[src/rtl/oc_lim_pkg.sv]
package oc_lim_pkg;

  localparam int NUM_SW = 6;

  typedef logic [NUM_SW-1:0] sw_vec_t;

  typedef enum logic {
    LIM_CBC     = 1'b0,
    LIM_OFFTIME = 1'b1
  } lim_sub_e;

  localparam logic [1:0] OCM_LIMIT = 2'b00;

  // gate is the synchronized request with blanked switches removed and a
  // global hold (latched fault or shutdown) applied
  function automatic sw_vec_t gate_mask(sw_vec_t req, sw_vec_t blank, logic hold);
    sw_vec_t g;
    g = req & ~blank;
    if (hold) g = '0;
    return g;
  endfunction

  // switches whose PWM cycle is still open after a trip
  function automatic sw_vec_t pend_update(sw_vec_t pend, sw_vec_t fall,
                                          sw_vec_t trip, logic expire);
    sw_vec_t n;
    if (expire) n = trip;
    else        n = (pend & ~fall) | trip;
    return n;
  endfunction

endpackage

[src/rtl/oc_lim_sync.sv]
module oc_lim_sync #(
  parameter int W      = 6,
  parameter int STAGES = 2
) (
  input  logic         clk,
  input  logic         rst_n,
  input  logic [W-1:0] din,
  output logic [W-1:0] dout
);
  logic [W-1:0] stage_q [STAGES];

  always_ff @(posedge clk or negedge rst_n) begin
    if (!rst_n) begin
      for (int s = 0; s < STAGES; s++) stage_q[s] <= '0;
    end else begin
      stage_q[0] <= din;
      for (int s = 1; s < STAGES; s++) stage_q[s] <= stage_q[s-1];
    end
  end

  assign dout = stage_q[STAGES-1];
endmodule

[src/rtl/oc_lim_timer.sv]
module oc_lim_timer #(
  parameter int CYC = 12800
) (
  input  logic clk,
  input  logic rst_n,
  input  logic load,
  output logic done_o
);
  localparam int CW = (CYC > 2) ? $clog2(CYC) : 1;
  localparam logic [CW-1:0] LOAD_VAL = CW'(CYC - 1);

  logic [CW-1:0] cnt_q;
  logic          run_q;

  assign done_o = run_q && (cnt_q == '0);

  always_ff @(posedge clk or negedge rst_n) begin
    if (!rst_n) begin
      run_q <= 1'b0;
      cnt_q <= '0;
    end else if (load) begin
      run_q <= 1'b1;
      cnt_q <= LOAD_VAL;
    end else if (done_o) begin
      run_q <= 1'b0;
    end else if (run_q) begin
      cnt_q <= cnt_q - CW'(1);
    end
  end

  assert_count_down_R5: assert property (@(posedge clk) disable iff (!rst_n)
    (run_q && !load && cnt_q != '0) |=> (run_q && cnt_q == $past(cnt_q) - CW'(1)));

  assert_done_ends_R5: assert property (@(posedge clk) disable iff (!rst_n)
    (done_o && !load) |=> !done_o);
endmodule

[src/rtl/oc_lim_switch.sv]
module oc_lim_switch
  import oc_lim_pkg::*;
(
  input  logic     clk,
  input  logic     rst_n,
  input  lim_sub_e sub,
  input  logic     arm,
  input  logic     trip,
  input  logic     rise,
  input  logic     toggle,
  input  logic     expire,
  output logic     blank_o
);
  logic blank_q;
  logic release_ev;

  always_comb begin
    if (sub == LIM_CBC) release_ev = rise;
    else                release_ev = toggle || expire;
  end

  always_ff @(posedge clk or negedge rst_n) begin
    if (!rst_n)                blank_q <= 1'b0;
    else if (trip && arm)      blank_q <= 1'b1;
    else if (blank_q && release_ev) blank_q <= 1'b0;
  end

  assign blank_o = blank_q;

  assert_blank_cause_R3: assert property (@(posedge clk) disable iff (!rst_n)
    $rose(blank_q) |-> $past(trip && arm));

  assert_cbc_release_R3: assert property (@(posedge clk) disable iff (!rst_n)
    ($fell(blank_q) && $past(sub) == LIM_CBC) |-> $past(rise));

  assert_offtime_release_R6: assert property (@(posedge clk) disable iff (!rst_n)
    ($fell(blank_q) && $past(sub) == LIM_OFFTIME) |-> $past(toggle || expire));
endmodule

[src/rtl/oc_lim_ctrl.sv]
module oc_lim_ctrl
  import oc_lim_pkg::*;
#(
  parameter int OFF_CYC     = 12800,
  parameter int SYNC_STAGES = 2
) (
  input  logic       clk,
  input  logic       rst_n,
  input  logic [5:0] pwm_req,
  input  logic [5:0] oc_flag,
  input  logic [1:0] oc_mode,
  input  logic       limit_sel,
  input  logic       shutdown,
  input  logic       fault_clr,
  output logic [5:0] gate_en,
  output logic       warn_n
);
  sw_vec_t  pwm_s, pwm_d_q, rise, fall, toggle;
  sw_vec_t  blank, gate_on, trip, pend_q, pend_next;
  logic     any_trip, limit_mode, hold_off;
  logic     latch_q, latch_next;
  logic     tmr_done, expire;
  logic     warn_act_q;
  lim_sub_e sub_mode;

  oc_lim_sync #(.W(NUM_SW), .STAGES(SYNC_STAGES)) u_sync (
    .clk  (clk),
    .rst_n(rst_n),
    .din  (pwm_req),
    .dout (pwm_s)
  );

  always_ff @(posedge clk or negedge rst_n) begin
    if (!rst_n) pwm_d_q <= '0;
    else        pwm_d_q <= pwm_s;
  end

  assign rise   = pwm_s & ~pwm_d_q;
  assign fall   = ~pwm_s & pwm_d_q;
  assign toggle = pwm_s ^ pwm_d_q;

  assign limit_mode = (oc_mode == OCM_LIMIT);
  assign sub_mode   = lim_sub_e'(limit_sel);
  assign hold_off   = latch_q | shutdown;
  assign gate_on    = gate_mask(pwm_s, blank, hold_off);
  assign trip       = oc_flag & gate_on;
  assign any_trip   = |trip;

  oc_lim_timer #(.CYC(OFF_CYC)) u_tmr (
    .clk   (clk),
    .rst_n (rst_n),
    .load  (any_trip),
    .done_o(tmr_done)
  );

  assign expire = tmr_done & ~any_trip;

  for (genvar i = 0; i < NUM_SW; i++) begin : g_sw
    oc_lim_switch u_sw (
      .clk    (clk),
      .rst_n  (rst_n),
      .sub    (sub_mode),
      .arm    (limit_mode),
      .trip   (trip[i]),
      .rise   (rise[i]),
      .toggle (toggle[i]),
      .expire (expire),
      .blank_o(blank[i])
    );
  end

  assign latch_next = fault_clr ? 1'b0 : (latch_q | (any_trip & ~limit_mode));
  assign pend_next  = pend_update(pend_q, fall, trip, expire);

  always_ff @(posedge clk or negedge rst_n) begin
    if (!rst_n) begin
      latch_q    <= 1'b0;
      pend_q     <= '0;
      warn_act_q <= 1'b0;
    end else begin
      latch_q    <= latch_next;
      pend_q     <= pend_next;
      warn_act_q <= (|pend_next) | latch_next;
    end
  end

  assign gate_en = gate_on;
  assign warn_n  = ~warn_act_q;

  assert_warn_on_trip_R7: assert property (@(posedge clk) disable iff (!rst_n)
    any_trip |=> !warn_n);

  assert_shutdown_quiet_R9: assert property (@(posedge clk) disable iff (!rst_n)
    (shutdown && warn_n && !latch_q && pend_q == '0) |=> warn_n);

  assert_latch_blocks_R10: assert property (@(posedge clk) disable iff (!rst_n)
    latch_q |-> (gate_en == '0 && !warn_n));

  assert_shutdown_gates_R2: assert property (@(posedge clk) disable iff (!rst_n)
    $rose(shutdown) |-> gate_en == '0);
endmodule

[config.mk]
export PLATFORM = sky130hd
export DESIGN_NAME = oc_lim_ctrl
export DESIGN_NICKNAME = d
export VERILOG_FILES = /design/src/rtl/oc_lim_pkg.sv /design/src/rtl/oc_lim_sync.sv /design/src/rtl/oc_lim_timer.sv /design/src/rtl/oc_lim_switch.sv /design/src/rtl/oc_lim_ctrl.sv
export SDC_FILE = /design/constraint.sdc
export NUM_CORES = 1
export LEC_CHECK = 0
export BUFFER_PORTS_ARGS = -buffer_cell sky130_fd_sc_hd__buf_2
export CAP_MARGIN = 40
export CORE_ASPECT_RATIO = 1.75
export CORE_UTILIZATION = 35
export CTS_CLUSTER_DIAMETER = 30
export DETAILED_ROUTE_END_ITERATION = 6
export PLACE_DENSITY = 0.6
export SETUP_SLACK_MARGIN = 0.3
export SYNTH_ARGS = -nofsm -noshare
export SYNTH_HDL_FRONTEND = slang
export SYNTH_HIERARCHICAL = 1
export SYNTH_SLANG_ARGS = --single-unit
[constraint.sdc]
create_clock -name clk -period 2.1 [get_ports clk]
set_input_delay 0.105 -clock clk [delete_from_list [all_inputs] [get_ports clk]]
set_output_delay 0.105 -clock clk [all_outputs]
set_load 0.005 [all_outputs]
==> metrics.txt <==
# TYPE chip_impl_metric gauge
chip_impl_metric{name="synth_area",unit="um^2"} 2415
chip_impl_metric{name="detail_route.wl_per_cell",unit="um"} 15.02
chip_impl_metric{name="synth_area_per_cell",unit="um^2"} 10.98
chip_impl_metric{name="layout-drive-gt1-share",unit="%"} 36.56
chip_impl_metric{name="grtUsageTotal",unit="%"} 16.26
chip_impl_metric{name="synthDistinctLibCells",unit=""} 45
chip_impl_metric{name="worst_slew_pin_slew",unit="ns"} 0.5527
chip_impl_info{name="cts_tree",value="yes"} 1
chip_impl_metric{name="multi_input_area",unit="um^2"} 1166
chip_impl_metric{name="remaining_number_of_nets_flagged_by_the_antenna_check_after_routing",unit=""} 0
chip_impl_info{name="final_cell_mix",value="sky130_fd_sc_hd__dfrtp_1 (45), sky130_fd_sc_hd__inv_1 (25), sky130_fd_sc_hd__buf_2 (25)"} 1
chip_impl_metric{name="syn_nets",unit=""} 252
chip_impl_metric{name="worstPathRequired",unit="ns"} 2.27
chip_impl_info{name="cp-start-kind",value="flop"} 1
chip_impl_metric{name="num_antenna_cells",unit=""} 0
chip_impl_info{name="path_class",value="reg -> reg"} 1
chip_impl_info{name="status",value="completed"} 1
chip_impl_metric{name="path_buf_inv",unit=""} 0
chip_impl_metric{name="synth_cells",unit=""} 220
chip_impl_metric{name="finClkSkew",unit="ns"} 0.004949
chip_impl_metric{name="synth-edff-count",unit=""} 0
chip_impl_metric{name="floorplan.rows",unit=""} 39
chip_impl_metric{name="layout.core_utilization",unit="%"} 47.92
chip_impl_metric{name="floorplan.initialDensity",unit="%"} 36.66
chip_impl_metric{name="design_area",unit="um^2"} 3157
chip_impl_metric{name="floorplan.io_pins",unit=""} 26
chip_impl_metric{name="syn2layout_area_growth",unit="%"} 30.73
chip_impl_metric{name="setup_viol_count_final",unit=""} 0
chip_impl_metric{name="fin_setup_tns",unit="ns"} 0
chip_impl_metric{name="cts-htree-levels",unit=""} 2
chip_impl_metric{name="pwr_density_cell",unit="nW/um^2"} 707.9
chip_impl_metric{name="placement.cell_area",unit="um^2"} 2668
chip_impl_metric{name="grt_pass1_wl",unit="mm"} 8.832
chip_impl_info{name="critical-path-slowest-cell",value="sky130_fd_sc_hd__a22oi_1"} 1
chip_impl_metric{name="fp.dieArea",unit="um^2"} 7249
chip_impl_metric{name="cts.sink_count",unit=""} 47
chip_impl_metric{name="hold_violations",unit=""} 0
chip_impl_info{name="setup_crit_end_kind",value="flop"} 1
chip_impl_metric{name="timing.slew.headroom",unit="%"} 63.15
chip_impl_metric{name="antenna_found_initial",unit=""} 0
chip_impl_metric{name="maxCapViolations",unit=""} 0
chip_impl_metric{name="ff_latch_area",unit="um^2"} 1179
chip_impl_metric{name="worst-path-max-fanout",unit=""} 6
chip_impl_metric{name="cts_buffer_depth",unit=""} 2
chip_impl_metric{name="final.hold.worst_slack",unit="ns"} 0.09521
chip_impl_metric{name="design.core.area",unit="um^2"} 6588
chip_impl_metric{name="initialDrtViolationCount",unit=""} 76
chip_impl_metric{name="globalRouteOverflowTotal",unit=""} 0
chip_impl_metric{name="num_vias",unit=""} 1840
chip_impl_metric{name="post-route-min-period",unit="ns"} 1.999
chip_impl_info{name="worstHoldPathType",value="in -> reg"} 1
chip_impl_metric{name="finalMaxSlewViolations",unit=""} 0
chip_impl_info{name="layout_commonest_cell",value="sky130_fd_sc_hd__dfrtp_1"} 1
chip_impl_metric{name="cp_slowest_stage_delay",unit="ns"} 0.49
chip_impl_metric{name="critical_path_arrival",unit="ns"} 2.17
chip_impl_metric{name="remaining_drc_errors",unit=""} 0
chip_impl_info{name="most_used_dff_post_synth",value="sky130_fd_sc_hd__dfrtp_1"} 1
chip_impl_metric{name="num-fill-cells",unit=""} 608
chip_impl_metric{name="fraction_of_the_yosys_area_taken_by_sequential_cells",unit="%"} 48.70
chip_impl_metric{name="hpwlAfterDp",unit="mm"} 3.852
chip_impl_info{name="worstPathCellList",value="nor4b_2, a22oi_1, and4_4, and4bb_1, a221o_1"} 1
chip_impl_metric{name="clkTransAtPathRegs",unit="ns"} 0.06
chip_impl_metric{name="routabilityCongestion",unit=""} 0.7965
chip_impl_metric{name="io_buffers",unit=""} 25
chip_impl_metric{name="synthesis.yosys.warnings",unit=""} 6
chip_impl_metric{name="synth_async_sr_flop_share",unit="%"} 100.0
chip_impl_metric{name="max_clock_freq",unit="MHz"} 500.2
chip_impl_metric{name="finish.net_count",unit=""} 311
chip_impl_metric{name="viasPerCell",unit=""} 5.097
chip_impl_metric{name="synth-seq-cells",unit=""} 47
chip_impl_metric{name="grt_start_max_net_pins",unit=""} 18
chip_impl_metric{name="detailedRoute.firstPassIterationCount",unit=""} 4
chip_impl_metric{name="grt_pass1_vias",unit=""} 1866
chip_impl_metric{name="total_leakage_power",unit="uW"} 0.001466
chip_impl_metric{name="die-width",unit="um"} 64.79
chip_impl_metric{name="fin_crit_sh",unit="%"} 95.19
chip_impl_metric{name="cts-buffers-inserted",unit=""} 5
chip_impl_info{name="rsz0062_at_grt",value="yes"} 1
chip_impl_metric{name="power.ir.vdd_worst",unit="mV"} 0.3432
chip_impl_metric{name="totalPowerFinal",unit="uW"} 2235
chip_impl_metric{name="drt_wl_total",unit="mm"} 5.423
chip_impl_metric{name="clock_latency_on_the_worst_skew_pair",unit="ns"} 0.29
chip_impl_info{name="clk_root_buffer_cell",value="sky130_fd_sc_hd__clkbuf_16"} 1
chip_impl_metric{name="die_height",unit="um"} 111.9
chip_impl_info{name="worst_path_dominant_cell_family",value="compound AO/OA/AOI/OAI gates"} 1
[where the power goes]
part / internal, uW / leakage [uW] / switching, uW / total (uW)
Sequential: 976 / 0.000540 / 54.9 / 1030
Combinational: 212 / 0.000854 / 207 / 419
Clock: 465 / 0.0000727 / 321 / 785
Total: 1650 / 0.00147 / 583 / 2230
[worst register-to-register path, stage by stage (launching register included)]
cell                       delay (ns)
sky130_fd_sc_hd__dfrtp_1         0.40
sky130_fd_sc_hd__nor4b_2         0.18
sky130_fd_sc_hd__a22oi_1         0.49
sky130_fd_sc_hd__and4_4          0.36
sky130_fd_sc_hd__and4bb_1        0.19
sky130_fd_sc_hd__a221o_1         0.26
[flip-flops by register name (all words and copies together) (netlist names)]
name,cells
latch_q,1
u_sync/dout,6
pend_q,6
pwm_d_q,6
u_tmr/cnt_q,14
g_sw.u_sw/blank_o,6
warn_act_q,1
u_tmr/run_q,1
u_sync/stage_q,6
[final timing paths]
| kind | start | endpoint | slack, ns | cells past startpoint |
|---|---|---|---|---|
| max | u_sync/dout[3] | g_sw[2].u_sw/blank_o | 0.10 | 5 |
| min | oc_flag[4] | pend_q[4] | 0.1 | 3 |
| max reg2reg | u_sync/dout[3] | g_sw[2].u_sw/blank_o | 0.10 | 5 |
| min reg2reg | u_sync/stage_q[11] | u_sync/dout[5] | 0.35 | 0 |
| max in group asynchronous | rst_n | u_tmr/cnt_q[7] | 1.24 | 3 |
| min in group asynchronous | rst_n | u_tmr/cnt_q[3] | 0.27 | 2 |
[stage by stage]
step                std cells  worst slack [ns]
floorplan                 220           0.02456
global placement          330           0.06934
detailed placement        330          -0.01813
CTS                       350            0.1306
global route              361          -0.01046
finish                    361            0.1009
[synth_stat cells, types with 2 or more instances]
master	number	share of area [%]
sky130_fd_sc_hd__a211o_1	2	0.73
sky130_fd_sc_hd__o31ai_1	3	0.93
sky130_fd_sc_hd__inv_1	28	4.4
sky130_fd_sc_hd__nor4b_2	5	3.1
sky130_fd_sc_hd__mux2i_1	2	0.83
sky130_fd_sc_hd__buf_6	3	1.4
sky130_fd_sc_hd__nor2_1	16	2.5
sky130_fd_sc_hd__nand2b_1	8	2.1
sky130_fd_sc_hd__and4bb_1	6	3.1
sky130_fd_sc_hd__inv_2	2	0.31
sky130_fd_sc_hd__dfrtp_1	47	49
sky130_fd_sc_hd__a21oi_1	4	0.83
sky130_fd_sc_hd__or3_1	6	1.6
sky130_fd_sc_hd__a221o_1	6	2.5
sky130_fd_sc_hd__a22oi_2	2	1.0
sky130_fd_sc_hd__o21ai_0	6	1.2
sky130_fd_sc_hd__ha_1	13	6.7
sky130_fd_sc_hd__nand2_1	11	1.7
sky130_fd_sc_hd__nand4_1	2	0.52
sky130_fd_sc_hd__or4_1	6	1.9
sky130_fd_sc_hd__buf_4	6	1.9
sky130_fd_sc_hd__a21oi_2	5	1.8
sky130_fd_sc_hd__nor3_1	5	1.0
sky130_fd_sc_hd__nand3_1	5	1.0
[what timing repair did]
item | 4_1_cts | 5_1_grt
hold buffers | 8 | 0
endpoints found under the setup margin | 24 | 29
pin swaps | 2 | 12
resized for setup | 8 | 26
gates cloned | 1 | 0
setup buffers | 4 | 11
endpoints found under the hold margin | 21 | 0
[layer usage]
metal	vias up	part of all wire (%)	GRT usage [%]	routed length, um
li1	887	-	-	-
met3	9	2.7	3.484	147
met5	-	0	0	0
met2	29	57	30.35	3102
met4	0	2.3	8.296	124
met1	915	38	16.10	2049
[kinds of logic after synthesis]
logic type                 synth area share, %
DFF                                      48.70
buffers and inverters                    8.290
and+or+nand+nor                          23.58
muxes                                   0.8290
AOI/OAI and AO/OA                        11.87
adders and majority gates                6.736
[final cells by class]
cell class | count | share of cell area (%)
multi-input cells | 133 | 36.94
flip-flops and latches | 47 | 37.34
well taps | 82 | 3.250
clock inverters | 1 | 0.1585
inverters | 30 | 3.567
repair buffers | 62 | 14.35
clock buffers | 6 | 4.400
No activity file was read; power rests on OpenSTA's default activity.
